<file path="src/rtl/adc_arb_pkg.sv">
package adc_arb_pkg;

  typedef enum logic [1:0] {
    CLS_NONE = 2'd0,
    CLS_HP   = 2'd1,
    CLS_USER = 2'd2,
    CLS_HK   = 2'd3
  } grant_cls_e;

  function automatic int idx_w(input int n);
    return (n > 1) ? $clog2(n) : 1;
  endfunction

endpackage

</file>
<file path="src/rtl/adc_arb_pick.sv">
module adc_arb_pick #(
  parameter  int N = 8,
  localparam int W = adc_arb_pkg::idx_w(N)
) (
  input  logic [N-1:0] req_i,
  output logic         any_o,
  output logic [W-1:0] idx_o,
  output logic [N-1:0] oh_o
);

  // lowest index wins: scan downwards so the last hit is the lowest
  always_comb begin
    any_o = |req_i;
    idx_o = '0;
    oh_o  = '0;
    for (int i = N - 1; i >= 0; i--) begin
      if (req_i[i]) begin
        idx_o    = W'(i);
        oh_o     = '0;
        oh_o[i]  = 1'b1;
      end
    end
  end

endmodule

</file>
<file path="src/rtl/adc_arb_pend.sv">
module adc_arb_pend #(
  parameter int N = 8
) (
  input  logic         clk,
  input  logic         rst_n,
  input  logic [N-1:0] set_i,
  input  logic [N-1:0] clr_i,
  output logic [N-1:0] pend_o
);

  logic [N-1:0] pend_q;
  logic [N-1:0] pend_d;

  // a new request wins over the clear of the same bit
  always_comb begin
    pend_d = (pend_q & ~clr_i) | set_i;
  end

  always_ff @(posedge clk or negedge rst_n) begin
    if (!rst_n) pend_q <= '0;
    else        pend_q <= pend_d;
  end

  assign pend_o = pend_q;

  p_req_kept_r10: assert property (@(posedge clk) disable iff (!rst_n)
    (|set_i) |=> ((pend_o & $past(set_i)) == $past(set_i)))
    else $error("request pulse not latched");

endmodule

</file>
<file path="src/rtl/adc_arb_slot.sv">
module adc_arb_slot (
  input  logic clk,
  input  logic rst_n,
  input  logic async_i,
  input  logic dc_done_i,
  input  logic user_any_i,
  input  logic take_i,
  output logic slot_o
);

  logic slot_q;
  logic slot_d;

  always_comb begin
    slot_d = slot_q;
    if (async_i)                       slot_d = 1'b0;
    else if (dc_done_i && user_any_i)  slot_d = 1'b1;
    else if (dc_done_i)                slot_d = 1'b0;
    else if (take_i)                   slot_d = 1'b0;
  end

  always_ff @(posedge clk or negedge rst_n) begin
    if (!rst_n) slot_q <= 1'b0;
    else        slot_q <= slot_d;
  end

  assign slot_o = slot_q;

  p_slot_lost_r8: assert property (@(posedge clk) disable iff (!rst_n)
    (dc_done_i && !user_any_i) |=> !slot_o)
    else $error("slot opened with no user waiting");

  p_one_user_r7: assert property (@(posedge clk) disable iff (!rst_n)
    (take_i && !dc_done_i) |=> !slot_o)
    else $error("slot survived a user grant");

endmodule

</file>
<file path="src/rtl/adc_slot_arbiter.sv">
module adc_slot_arbiter #(
  parameter int NUM_HP    = 2,
  parameter int NUM_USER  = 8,
  parameter int NUM_HK    = 3,
  parameter int DCBUS_IDX = 0,
  localparam int NUM_SRC  = NUM_HP + NUM_USER + NUM_HK,
  localparam int SRC_W    = adc_arb_pkg::idx_w(NUM_SRC)
) (
  input  logic                clk,
  input  logic                rst_n,
  input  logic                async_mode_i,
  input  logic [NUM_HP-1:0]   hp_req_i,
  input  logic [NUM_USER-1:0] user_req_i,
  input  logic [NUM_HK-1:0]   hk_req_i,
  input  logic                conv_done_i,
  output logic                conv_start_o,
  output logic [SRC_W-1:0]    conv_src_o
);
  import adc_arb_pkg::*;

  localparam int HP_W = idx_w(NUM_HP);
  localparam int US_W = idx_w(NUM_USER);
  localparam int HK_W = idx_w(NUM_HK);
  localparam logic [SRC_W-1:0] USR_BASE = SRC_W'(NUM_HP);
  localparam logic [SRC_W-1:0] HK_BASE  = SRC_W'(NUM_HP + NUM_USER);
  localparam logic [SRC_W-1:0] DC_SRC   = SRC_W'(DCBUS_IDX);

  // pending state
  logic [NUM_HP-1:0]   hp_pend,  hp_clr,  hp_oh;
  logic [NUM_USER-1:0] us_pend,  us_clr,  us_oh;
  logic [NUM_HK-1:0]   hk_pend,  hk_clr,  hk_oh;
  logic                hp_any, us_any, hk_any;
  logic [HP_W-1:0]     hp_idx;
  logic [US_W-1:0]     us_idx;
  logic [HK_W-1:0]     hk_idx;

  // control state
  logic             busy_q, busy_d;
  logic             start_q, start_d;
  logic [SRC_W-1:0] src_q, src_d;
  logic             slot;
  logic             user_elig;
  logic             done_fire;
  logic             dc_done;
  grant_cls_e       gcls;
  logic [SRC_W-1:0] win_src;

  adc_arb_pend #(.N(NUM_HP)) u_hp_pend (
    .clk(clk), .rst_n(rst_n), .set_i(hp_req_i), .clr_i(hp_clr), .pend_o(hp_pend));
  adc_arb_pend #(.N(NUM_USER)) u_us_pend (
    .clk(clk), .rst_n(rst_n), .set_i(user_req_i), .clr_i(us_clr), .pend_o(us_pend));
  adc_arb_pend #(.N(NUM_HK)) u_hk_pend (
    .clk(clk), .rst_n(rst_n), .set_i(hk_req_i), .clr_i(hk_clr), .pend_o(hk_pend));

  adc_arb_pick #(.N(NUM_HP)) u_hp_pick (
    .req_i(hp_pend), .any_o(hp_any), .idx_o(hp_idx), .oh_o(hp_oh));
  adc_arb_pick #(.N(NUM_USER)) u_us_pick (
    .req_i(us_pend), .any_o(us_any), .idx_o(us_idx), .oh_o(us_oh));
  adc_arb_pick #(.N(NUM_HK)) u_hk_pick (
    .req_i(hk_pend), .any_o(hk_any), .idx_o(hk_idx), .oh_o(hk_oh));

  assign done_fire = busy_q & conv_done_i;
  assign dc_done   = done_fire & (src_q == DC_SRC);
  assign user_elig = async_mode_i | slot;

  adc_arb_slot u_slot (
    .clk(clk), .rst_n(rst_n), .async_i(async_mode_i), .dc_done_i(dc_done),
    .user_any_i(us_any), .take_i(gcls == CLS_USER), .slot_o(slot));

  // class selection, only while the converter is idle
  always_comb begin
    gcls    = CLS_NONE;
    win_src = src_q;
    if (!busy_q) begin
      if (hp_any) begin
        gcls    = CLS_HP;
        win_src = SRC_W'(hp_idx);
      end else if (us_any && user_elig) begin
        gcls    = CLS_USER;
        win_src = USR_BASE + SRC_W'(us_idx);
      end else if (hk_any) begin
        gcls    = CLS_HK;
        win_src = HK_BASE + SRC_W'(hk_idx);
      end
    end
  end

  always_comb begin
    hp_clr = (gcls == CLS_HP)   ? hp_oh : '0;
    us_clr = (gcls == CLS_USER) ? us_oh : '0;
    hk_clr = (gcls == CLS_HK)   ? hk_oh : '0;
  end

  // next state
  always_comb begin
    busy_d  = busy_q;
    start_d = 1'b0;
    src_d   = src_q;
    if (done_fire) begin
      busy_d = 1'b0;
    end else if (gcls != CLS_NONE) begin
      busy_d  = 1'b1;
      start_d = 1'b1;
      src_d   = win_src;
    end
  end

  always_ff @(posedge clk or negedge rst_n) begin
    if (!rst_n) begin
      busy_q  <= 1'b0;
      start_q <= 1'b0;
      src_q   <= '0;
    end else begin
      busy_q  <= busy_d;
      start_q <= start_d;
      src_q   <= src_d;
    end
  end

  assign conv_start_o = start_q;
  assign conv_src_o   = src_q;

  p_single_flight_r2: assert property (@(posedge clk) disable iff (!rst_n)
    (busy_q && !conv_done_i) |=> !conv_start_o)
    else $error("start while a conversion is open");

  p_urgent_first_r3: assert property (@(posedge clk) disable iff (!rst_n)
    (!busy_q && hp_any) |=> (conv_start_o && conv_src_o < USR_BASE))
    else $error("urgent request not served first");

  p_lowest_user_r4: assert property (@(posedge clk) disable iff (!rst_n)
    (!busy_q && !hp_any && us_any && user_elig)
      |=> (conv_start_o && conv_src_o == USR_BASE + SRC_W'($past(us_idx))))
    else $error("user grant not lowest channel");

  p_sync_gate_r7: assert property (@(posedge clk) disable iff (!rst_n)
    (!busy_q && !async_mode_i && !slot)
      |=> !(conv_start_o && conv_src_o >= USR_BASE && conv_src_o < HK_BASE))
    else $error("user granted without a slot");

  p_start_pulse_r12: assert property (@(posedge clk) disable iff (!rst_n)
    conv_start_o |=> !conv_start_o)
    else $error("start longer than one cycle");

  p_src_stable_r12: assert property (@(posedge clk) disable iff (!rst_n)
    (busy_q && !conv_start_o) |-> $stable(conv_src_o))
    else $error("source moved during conversion");

endmodule

</file>
<file path="config.mk">
export PLATFORM = sky130hd
export DESIGN_NAME = adc_slot_arbiter
export DESIGN_NICKNAME = d
export VERILOG_FILES = /design/src/rtl/adc_arb_pkg.sv /design/src/rtl/adc_arb_pick.sv /design/src/rtl/adc_arb_pend.sv /design/src/rtl/adc_arb_slot.sv /design/src/rtl/adc_slot_arbiter.sv
export SDC_FILE = /design/constraint.sdc
export NUM_CORES = 1
export LEC_CHECK = 0
export ABC_AREA = 1
export BUFFER_PORTS_ARGS = -buffer_cell sky130_fd_sc_hd__buf_2
export CORE_MARGIN = 2
export CORE_UTILIZATION = 35
export CTS_CLUSTER_SIZE = 30
export DETAILED_ROUTE_END_ITERATION = 6
export HOLD_SLACK_MARGIN = 0.03
export PLACE_DENSITY = 0.58
export REMOVE_ABC_BUFFERS = 1
export SLEW_MARGIN = 5
export SYNTH_ARGS = -nofsm -noshare
export SYNTH_HDL_FRONTEND = slang
export SYNTH_HIERARCHICAL = 1
export SYNTH_SLANG_ARGS = --single-unit
</file>
<file path="constraint.sdc">
create_clock -name clk -period 2.4 [get_ports clk]
set_input_delay 0.48 -clock clk [delete_from_list [all_inputs] [get_ports clk]]
set_output_delay 0.48 -clock clk [all_outputs]
set_load 0.02 [all_outputs]
</file>
# == Word-level counts from Yosys, hierarchy flattened ==
# Index checks and enable logic that the tools add are counted.
# word_totals
regBits,20
inputBits,17
output_inout_bits,5
wordCells,81
# classes
addsub,2
eq_ne,3
muxes,44
bitwise,14
reduce_logical,11
# ops
op,count
8-bit two-way mux,9
3-bit two-way mux,12
2-bit two-way mux,10
4-bit two-way mux,3
1-bit two-way mux,10
8-bit AND,1
8-bit inverter,1
8-bit OR,1
8-bit OR reduction,1
"2-bit by 3-bit adder with 4-bit output, first input constant",1
"4-bit by 2-bit adder with 4-bit output, first input constant",1
"2-bit equality test, second input constant",2
4-bit zero test,1
4-bit AND reduction,1
2-bit nonzero test,2
4-bit nonzero test,1
3-bit AND,1
3-bit inverter,1
3-bit OR,1
3-bit nonzero test,1
3-bit OR reduction,1
1-bit AND,2
2-bit AND,1
"2-bit by 1-bit equality test with 1-bit output, second input constant",1
6 further kinds,8

# == Logic depth before layout (Yosys ltp) ==
# Gate-level depths: netlist of run 1.
# logic_depth
depth_word,12
depth_mapped,11
mapped_depth_nobuf,11

# == Cells and area by module ==
# Netlist of run 1, hierarchy kept.
# by_module_without_submodules
mod,instances,cells_per_inst,area_each_um2,seq_area_each_um2
adc_slot_arbiter,1,77,483.0,150.1
adc_arb_pend (u_us_pend),1,40,320.3,200.2
adc_arb_pick (u_us_pick),1,32,190.2,0.0
adc_arb_pend (u_hk_pend),1,15,120.1,75.1
adc_arb_pend (u_hp_pend),1,10,80.1,50.0
adc_arb_pick (u_hk_pick),1,10,53.8,0.0
adc_arb_slot,1,8,52.6,25.0
adc_arb_pick (u_hp_pick),1,6,30.0,0.0

# == Worst setup path before layout of run 1 ==
# OpenSTA, ideal clock, no wires.
# synth_timing
kind,register -> register
from,"register u_us_pend.pend_q[4], in the netlist u_us_pend/pend_o[4]"
to,"register u_hk_pend.pend_q[0], in the netlist u_hk_pend/pend_o[0]"
setup_ps,117
t_arrival_ps,1346
t_required_ps,2283
setup_slack_ps,938
path_stages_with_launch,11
n_path_buf,0
period_less_slack_ps,1462
cell_sequence,dfrtp_1 -> nor2_2 -> inv_2 -> nor2_4 -> nand3_2 -> o21ai_4 -> nand3_1 -> nor2_1 -> inv_1 -> nand2_1 -> nand2_1
# synth_via
elab_chain_cells,10
# synth_lines
item,line,rtl
"start, declared",adc_arb_pend.sv:11,logic [N-1:0] pend_q;
"start signal, assigned",adc_arb_pend.sv:21,else pend_q <= pend_d;
8-bit OR reduction,adc_arb_pick.sv:13,any_o = |req_i;
net us_any,adc_slot_arbiter.sv:32,"logic hp_any, us_any, hk_any;"
1-bit logical AND,adc_slot_arbiter.sv:78,end else if (us_any && user_elig) begin
2-bit two-way mux,adc_slot_arbiter.sv:78,
2-bit two-way mux,adc_slot_arbiter.sv:75,if (hp_any) begin
2-bit two-way mux,adc_slot_arbiter.sv:74,if (!busy_q) begin
2-bit equality test,adc_slot_arbiter.sv:91,hk_clr = (gcls == CLS_HK) ? hk_oh : '0;
3-bit two-way mux,adc_slot_arbiter.sv:91,
net hk_clr[0],adc_slot_arbiter.sv:31,"logic [NUM_HK-1:0] hk_pend, hk_clr, hk_oh;"
3-bit inverter,adc_arb_pend.sv:16,pend_d = (pend_q & ~clr_i) | set_i;
3-bit AND,adc_arb_pend.sv:16,
3-bit OR,adc_arb_pend.sv:16,
net u_hk_pend.pend_d[0],adc_arb_pend.sv:12,logic [N-1:0] pend_d;
"end signal, assigned",adc_arb_pend.sv:21,
"end, declared",adc_arb_pend.sv:11,
# The timed path passes the listed nets, and every way through them passes these cells.
# A chain may end at the register's enable or synchronous reset.

# == Worst setup path in the final report of run 1 ==
# Same ends and word-level chain as after synthesis.

==> results of run 1 <==
[through the flow]
step | setup slack [ns] | instances | hold WS (ns) | utilization (%) | instance area (um^2)
floorplan | 0.938 | 192 | 0.184 | - | 1280
global placement | 0.837 | 261 | 0.455 | 39.6 | 1450
detailed placement | 0.782 | 261 | 0.465 | 39.6 | 1450
CTS | 0.772 | 265 | 0.181 | 41.1 | 1510
global route | 0.581 | 265 | 0.196 | 41.1 | 1510
finish | 0.783 | 265 | 0.162 | 41.1 | 1510
[how the worst max path moves through the flow]
stage | startpoint | end
after floorplan | u_us_pend/pend_o[4]$_DFF_PN0_ | u_hk_pend/pend_o[0]$_DFF_PN0_
after detailed placement | u_us_pend/pend_o[4]$_DFF_PN0_ | u_hk_pend/pend_o[0]$_DFF_PN0_
after global routing | u_us_pend/pend_o[4]$_DFF_PN0_ | u_hk_pend/pend_o[1]$_DFF_PN0_
after CTS | u_us_pend/pend_o[4]$_DFF_PN0_ | u_hk_pend/pend_o[0]$_DFF_PN0_
after global placement | u_us_pend/pend_o[4]$_DFF_PN0_ | u_hk_pend/pend_o[0]$_DFF_PN0_
final | u_us_pend/pend_o[4]$_DFF_PN0_ | u_hk_pend/pend_o[0]$_DFF_PN0_
[routing by layer]
metal | vias to the layer above | global-route usage [%] | share of wire (%)
li1 | 594 | - | -
met1 | 445 | 17.3 | 50
met2 | 24 | 20.2 | 42
met3 | 4 | 2.05 | 5.1
met4 | 0 | 7.03 | 2.5
met5 | - | 0 | 0
[final cells by class]
type / instances / area, um^2 / area share [%]
tap: 48 / 60.1 / 3.99
clock buffer: 4 / 55.1 / 3.66
multi-input combinational: 112 / 559 / 37.2
timing repair buffer: 21 / 105 / 6.98
sequential: 20 / 500 / 33.3
inverter: 60 / 225 / 15.0
[power by group]
group / internal, uW / switching (uW) / leakage (uW) / total (uW)
clock network: 146 / 113 / 0.0000288 / 259
registers: 378 / 34.4 / 0.000205 / 413
logic: 82.0 / 142 / 0.000604 / 224
[sequential cells by signal, indices dropped and copies added (netlist names)]
name,flops
busy_q,1
conv_src_o,4
conv_start_o,1
u_hk_pend/pend_o,3
u_slot/slot_o,1
u_us_pend/pend_o,8
u_hp_pend/pend_o,2
[cell usage in the layout, fill, tap and decap left out, types with 2 or more instances in the layout]
cell,n
nand3_2,2
nand2_2,3
nor2_2,3
nand2_1,49
nand3_1,10
clkbuf_8,4
inv_1,56
inv_2,4
nor2_1,25
nor2_4,4
nor3_2,3
buf_2,21
a21oi_1,4
dfrtp_1,20
[cell families (layout without fill, tap and decap cells)]
group / count (synthesis) / in the layout / synth area share (%)
buffers and inverters: 66 / 85 / 20.3
AOI/OAI and AO/OA: 8 / 8 / 4.14
adders and majority gates: 1 / 1 / 0.941
DFF: 20 / 20 / 37.6
and+or+nand+nor: 103 / 103 / 37.0
[worst reg2reg max path, stage by stage, from the launching register on]
cell	delay, ns
dfrtp_1	0.43
nor2_2	0.16
inv_2	0.08
nor2_4	0.11
nand3_2	0.14
o21ai_4	0.15
nand3_1	0.17
nor2_1	0.12
inv_1	0.04
nand2_1	0.05
nand2_1	0.05
==> results.md, run 1 <==
- Status: completed
- Final setup TNS: 0 ns
- Max Freq: 618 MHz
- Minimum clock period: 1.62 ns
- HP Class: input port to async pin
- R2r worst-path depth: 10
- DR iter-0 viols: 27
- CTS buffer count: 3
- CTS tree: yes
- # resized after CTS: 0
- Worst path cell trace: nor2_2, inv_2, nor2_4, nand3_2, o21ai_4, nand3_1, nor2_1, inv_1, nand2_1, nand2_1
- Critical Path Stages: 10
- Asr flop ratio synth: 100%
- Setup slack, reg-to-reg: 0.78 ns
- Worst reg2reg startpoint: u_us_pend/pend_o[4]$_DFF_PN0_
- Antenna-violating nets left: 0
- Critical Path AT: 1.77 ns
- CTS Hold Bufs: 0
- First-pass GRT wire length: 4.31 mm
- FF+latch count, synth: 20
- Final total power: 896 uW
- Yosys top cell by area: dfrtp_1
- Lkg Pwr: 0.000837 uW
- Detail Placement HPWL: 1.81 mm
- Maximum VDD drop: 0.217 mV
- Via count: 1,067
- Post-synth EDFFs: 0
- Die height: 65.6 um
- CP Class: flip-flop to flip-flop
- Post-CTS Setup Bufs: 0
- Insertion delay to the later sink of the worst-skew pair: 0.26 ns
- Worst Max-Slew Pin Slew: 0.461 ns
- Part of the cycle the worst path needs: 67.4%
- Synthesis-to-layout area growth: 13.2%
- Most instantiated cells after synthesis: 56 x inv_1, 49 x nand2_1, 25 x nor2_1, 20 x dfrtp_1, 10 x nand3_1
- Max-slew violations: 0
- Crit-path leading delay family: simple AND/OR/NAND/NOR gates
- Drt pass-1 iters: 4
- DR DRC count: 0
- Die X-Extent: 65.6 um
- Number of distinct library cells after synthesis: 22
- Largest net degree at the start of global routing: 21
- Max_cap viols: 0
- Fillers: 416
- Initial antenna violation count: 0
- Ys Warns: 6
- Core area: 3660 um^2
- Top post-synthesis cells by area: dfrtp_1 38%, inv_1 16%, nand2_1 14%
- Starting Density: 36.3%
- Total gr overflow: 0
- Synth Flop Type: dfrtp_1
- Final hold viol count: 0
- Port Buffer Count: 21
- Total power divided by cell area: 596 nW/um^2
- GP Congestion: 0.752
- Slew headroom: 69.2%
- Crit. End Element: flip-flop
- RSZ-0062 raised after global routing: no
- Final setup fails: 0
- I/O Pins: 22
- Sink Count: 20
- CTS max path bufs: 2
- Post-synth top area share: 37.6%
- CP max FO: 7
- Synth Area per Inst: 6.72 um^2
- Clock Tree Root: clkbuf_8
- WP data required: 2.55 ns
- Top cell by count, worst path: nand2_1
- Count leader, synth: inv_1
- Number of global-route vias before repair: 1,031
- Clock skew: 0.00289 ns
- Post-synthesis cell count: 198
- GRT Overall Usage: 13.1%
- Post-synthesis sequential area ratio: 37.6%
- WL/cell: 8.77 um
- CTS H-tree lvls: 1
- Row Count: 22
- Crit Reg-Reg Endpoint: u_hk_pend/pend_o[0]$_DFF_PN0_
- CP max stage cell: dfrtp_1
- Die area: 4310 um^2
- Crit start category: flip-flop
- Vias per inst: 4.03
- Layout cells sized above 1: 22.6%
- Critical path's largest stage delay: 0.43 ns
- Number of buffers and inverters on the critical path: 2
- Clock-pin slew on the worst setup and hold paths: 0.08 ns
- Final wirelength: 2.33 mm
- Syn Std Cell Area: 1330 um^2
- # nets final: 236
- Ant diodes: 0
(Power assumes the default switching activity.)
==> run 2, diff against run 1 <==
--- a/config.mk
+++ b/config.mk
@@ -12,7 +12,7 @@
 export CTS_CLUSTER_SIZE = 30
 export DETAILED_ROUTE_END_ITERATION = 6
 export HOLD_SLACK_MARGIN = 0.03
-export PLACE_DENSITY = 0.58
+export PLACE_DENSITY = 0.6
 export REMOVE_ABC_BUFFERS = 1
 export SLEW_MARGIN = 5
 export SYNTH_ARGS = -nofsm -noshare
==> constraint.sdc (replaced) <==
create_clock -name clk -period 1.4 [get_ports clk]
set_input_delay 0.28 -clock clk [delete_from_list [all_inputs] [get_ports clk]]
set_output_delay 0.28 -clock clk [all_outputs]
set_load 0.02 [all_outputs]
==> run 2 against run 1 <==
  * First-iteration DRC count up 19%
  * Worst hold slack improved by 0.031 ns
  * Fmax up 12%
  * Cell count rose by 6.8%
  * Clock skew increased by 0.0045 ns
  * Global-route usage is 1.1 points lower
  * Core utilization is 5.7 points higher
  * Flip-flop and latch count stayed put
  * The run now ends with negative setup slack left
  * Non-clock buffer count is 18 higher
  * Via count up 5.8%
==> results.md, run 2 (synthesis results as in run 1) <==
- Status: finished with violations (was completed)
- Violated checks: negative setup slack
- CP max FO: 7 (unchanged)
- Initial antenna violation count: 0 (unchanged)
- WL/cell: 8.25 um (was 8.77 um)
- Die X-Extent: 65.6 um (unchanged)
- Largest net degree at the start of global routing: 21 (unchanged)
- Sequential share of power: 44.2% (was 46.1%)
- Area of the multi-input gates: 613 um^2 (was 559 um^2)
- Final hold viol count: 0 (unchanged)
- GRT Overall Usage: 11.9% (was 13.1%)
- CTS max path bufs: 2 (unchanged)
- Sw Pwr: 521 uW (was 290 uW)
- Port Buffer Count: 21 (unchanged)
- Die height: 65.6 um (unchanged)
- Max-slew violations: 0 (unchanged)
- Minimum clock period: 1.44 ns (was 1.62 ns)
- Lkg Pwr: 0.000940 uW (was 0.000837 uW)
- # nets final: 254 (was 236)
- GP Congestion: 0.749 (was 0.752)
- Slew headroom: 69.9% (was 69.2%)
- HP Class: input port to flip-flop (was input port to async pin)
- Worst reg2reg startpoint: u_us_pend/pend_o[7]$_DFF_PN0_ (was u_us_pend/pend_o[4]$_DFF_PN0_)
- First-pass GRT wire length: 4.04 mm (was 4.31 mm)
- Clock Tree Root: clkbuf_8 (unchanged)
- Commonest non-fill, non-tap cells in the layout: 53 x inv_1, 47 x nand2_1, 21 x buf_2, 20 x dfrtp_1, 19 x nor2_1 (was 56 x inv_1, 49 x nand2_1, 25 x nor2_1, 21 x buf_2, 20 x dfrtp_1)
- Final setup fails: 5 (was 0)
- Critical Path AT: 1.59 ns (was 1.77 ns)
- Vias per inst: 3.99 (was 4.03)
- Detail Placement HPWL: 1.81 mm (about the same)
- Commonest non-fill, non-tap cell in the layout: inv_1 (unchanged)
- Worst Hold Launch: user_req_i[4]
- Final Util: 46.8% (was 41.1%)
- Largest register FFs: 8 (unchanged)
- Drt pass-1 iters: 4 (unchanged)
- I/O Pins: 22 (unchanged)
- Core area: 3660 um^2 (unchanged)
- Clock network power share: 27.6% (was 28.9%)
- Clock skew: 0.00744 ns (was 0.00289 ns)
- Maximum VDD drop: 0.288 mV (was 0.217 mV)
- Clock-pin slew on the worst setup and hold paths: 0.08 ns (about the same)
- Final total power: 1590 uW (was 896 uW)
- Register area: 500 um^2 (unchanged)
- Worst Max-Slew Pin Slew: 0.452 ns (was 0.461 ns)
- Crit start category: flip-flop (unchanged)
- Total gr overflow: 0 (unchanged)
- Logic pwr share: 28.1% (was 25.0%)
- CTS tree: yes (unchanged)
- Post-DP Area: 1580 um^2 (was 1450 um^2)
- CP Class: flip-flop to flip-flop (unchanged)
- Critical path launch point: u_us_pend/pend_o[7]$_DFF_PN0_ (was u_us_pend/pend_o[4]$_DFF_PN0_)
- Total power divided by cell area: 929 nW/um^2 (was 596 nW/um^2)
- Final wirelength: 2.33 mm (about the same)
- Fillers: 373 (was 416)
- Via count: 1,129 (was 1,067)
- DR DRC count: 0 (unchanged)
- WP data required: 1.55 ns (was 2.55 ns)
- Ant diodes: 0 (unchanged)
- CTS H-tree lvls: 1 (unchanged)
- Synthesis-to-layout area growth: 28.9% (was 13.2%)
- Die area: 4310 um^2 (unchanged)
- Design Area, Final: 1710 um^2 (was 1510 um^2)
- Sink Count: 20 (unchanged)
- DR iter-0 viols: 32 (was 27)
- Max_cap viols: 0 (unchanged)
- Number of global-route vias before repair: 1,034 (was 1,031)
- Row Count: 22 (unchanged)
- Crit. End Element: flip-flop (unchanged)
- CTS buffer count: 3 (unchanged)
- Net Sw Frac: 32.7% (was 32.3%)
- RSZ-0062 raised after global routing: yes (was no)
- Layout cells sized above 1: 34.0% (was 22.6%)
- Starting Density: 36.3% (unchanged)
- Max Freq: 695 MHz (was 618 MHz)
- Final WS setup: -0.0388 ns (was 0.783 ns)
- Pint: 1070 uW (was 606 uW)
- Insertion delay to the later sink of the worst-skew pair: 0.26 ns (about the same)
- Part of the cycle the worst path needs: 103% (was 67.4%)
- Antenna-violating nets left: 0 (unchanged)
-- run 2: cell types whose count changed in the layout (fill, tap and decap cells not counted), moves of 2 or more --
cell     previous run  this run
nand2_1            49        47
inv_1              56        53
nor2_1             25        19
inv_2               4         6
buf_4               0        16
nor2_4              4         6
nor2_2              3         7
-- run 2: worst paths after layout --
check	end	slack, ns	cells past startpoint
max	u_hk_pend/pend_o[1]$_DFF_PN0_	-0.04	9
min	u_us_pend/pend_o[4]$_DFF_PN0_	0.19	3
max reg2reg	u_hk_pend/pend_o[1]$_DFF_PN0_	-0.04	9
min reg2reg	u_hp_pend/pend_o[1]$_DFF_PN0_	0.47	2
max in group asynchronous	conv_start_o$_DFF_PN0_	0.58	2
min in group asynchronous	u_us_pend/pend_o[6]$_DFF_PN0_	0.50	2
-- run 2: cell type report --
type,instances,share of cell area [%]
multi-input cells,112,35.8
clock buffers,4,3.21
flip-flops and latches,20,29.2
well taps,48,3.50
repair buffers,39,14.9
inverters,60,13.4
-- run 2: metal layers --
layer | global-route usage, % | share of wire (%) | vias to the layer above | wire length, um
met5 | 0 | 0 | - | 0
li1 | - | - | 626 | -
met3 | 1.71 | 4.4 | 2 | 103
met1 | 15.6 | 50 | 476 | 1180
met2 | 19.4 | 44 | 25 | 1030
met4 | 5.47 | 1.2 | 0 | 27
-- run 2: what timing repair did --
item / 4_1_cts / 5_1_grt
pin swaps: 2 / 8
buffers inserted: 1 / 0
hold buffers: 1 / 0
setup endpoints to repair: 14 / 17
resized for setup: 3 / 18
endpoints found under the hold margin: 20 / 0
-- run 2: critical path, stage by stage (launching register included) --
cell,delay (ns)
dfrtp_1,0.38
or2_4,0.26
nor2_4,0.09
nand3_2,0.10
o21ai_4,0.13
nand3_2,0.13
nor2_1,0.10
inv_1,0.04
nand2_1,0.05
nand2_1,0.04
-- run 2: metrics by stage --
step           setup slack [ns]  TNS, ns  instances  hold slack (ns)
5_1_grt                  -0.159    -1.63        283            0.198
3_3_place_gp            -0.0591   -0.200        277            0.258
2_1_floorplan           -0.0622   -0.184        192          -0.0156
6_report                -0.0388   -0.157        283            0.193
4_1_cts                 -0.0370   -0.137        283            0.193
3_5_place_dp            -0.0742   -0.236        277            0.258
-- run 2: power groups by stage --
stage | registers [uW] | logic (uW) | clock network [uW]
6_report | 704 | 448 | 440
3_3_place_gp | 714 | 411 | 0
4_1_cts | 705 | 427 | 462
3_5_place_dp | 716 | 411 | 0
2_1_floorplan | 747 | 243 | 0
5_1_grt | 714 | 513 | 492
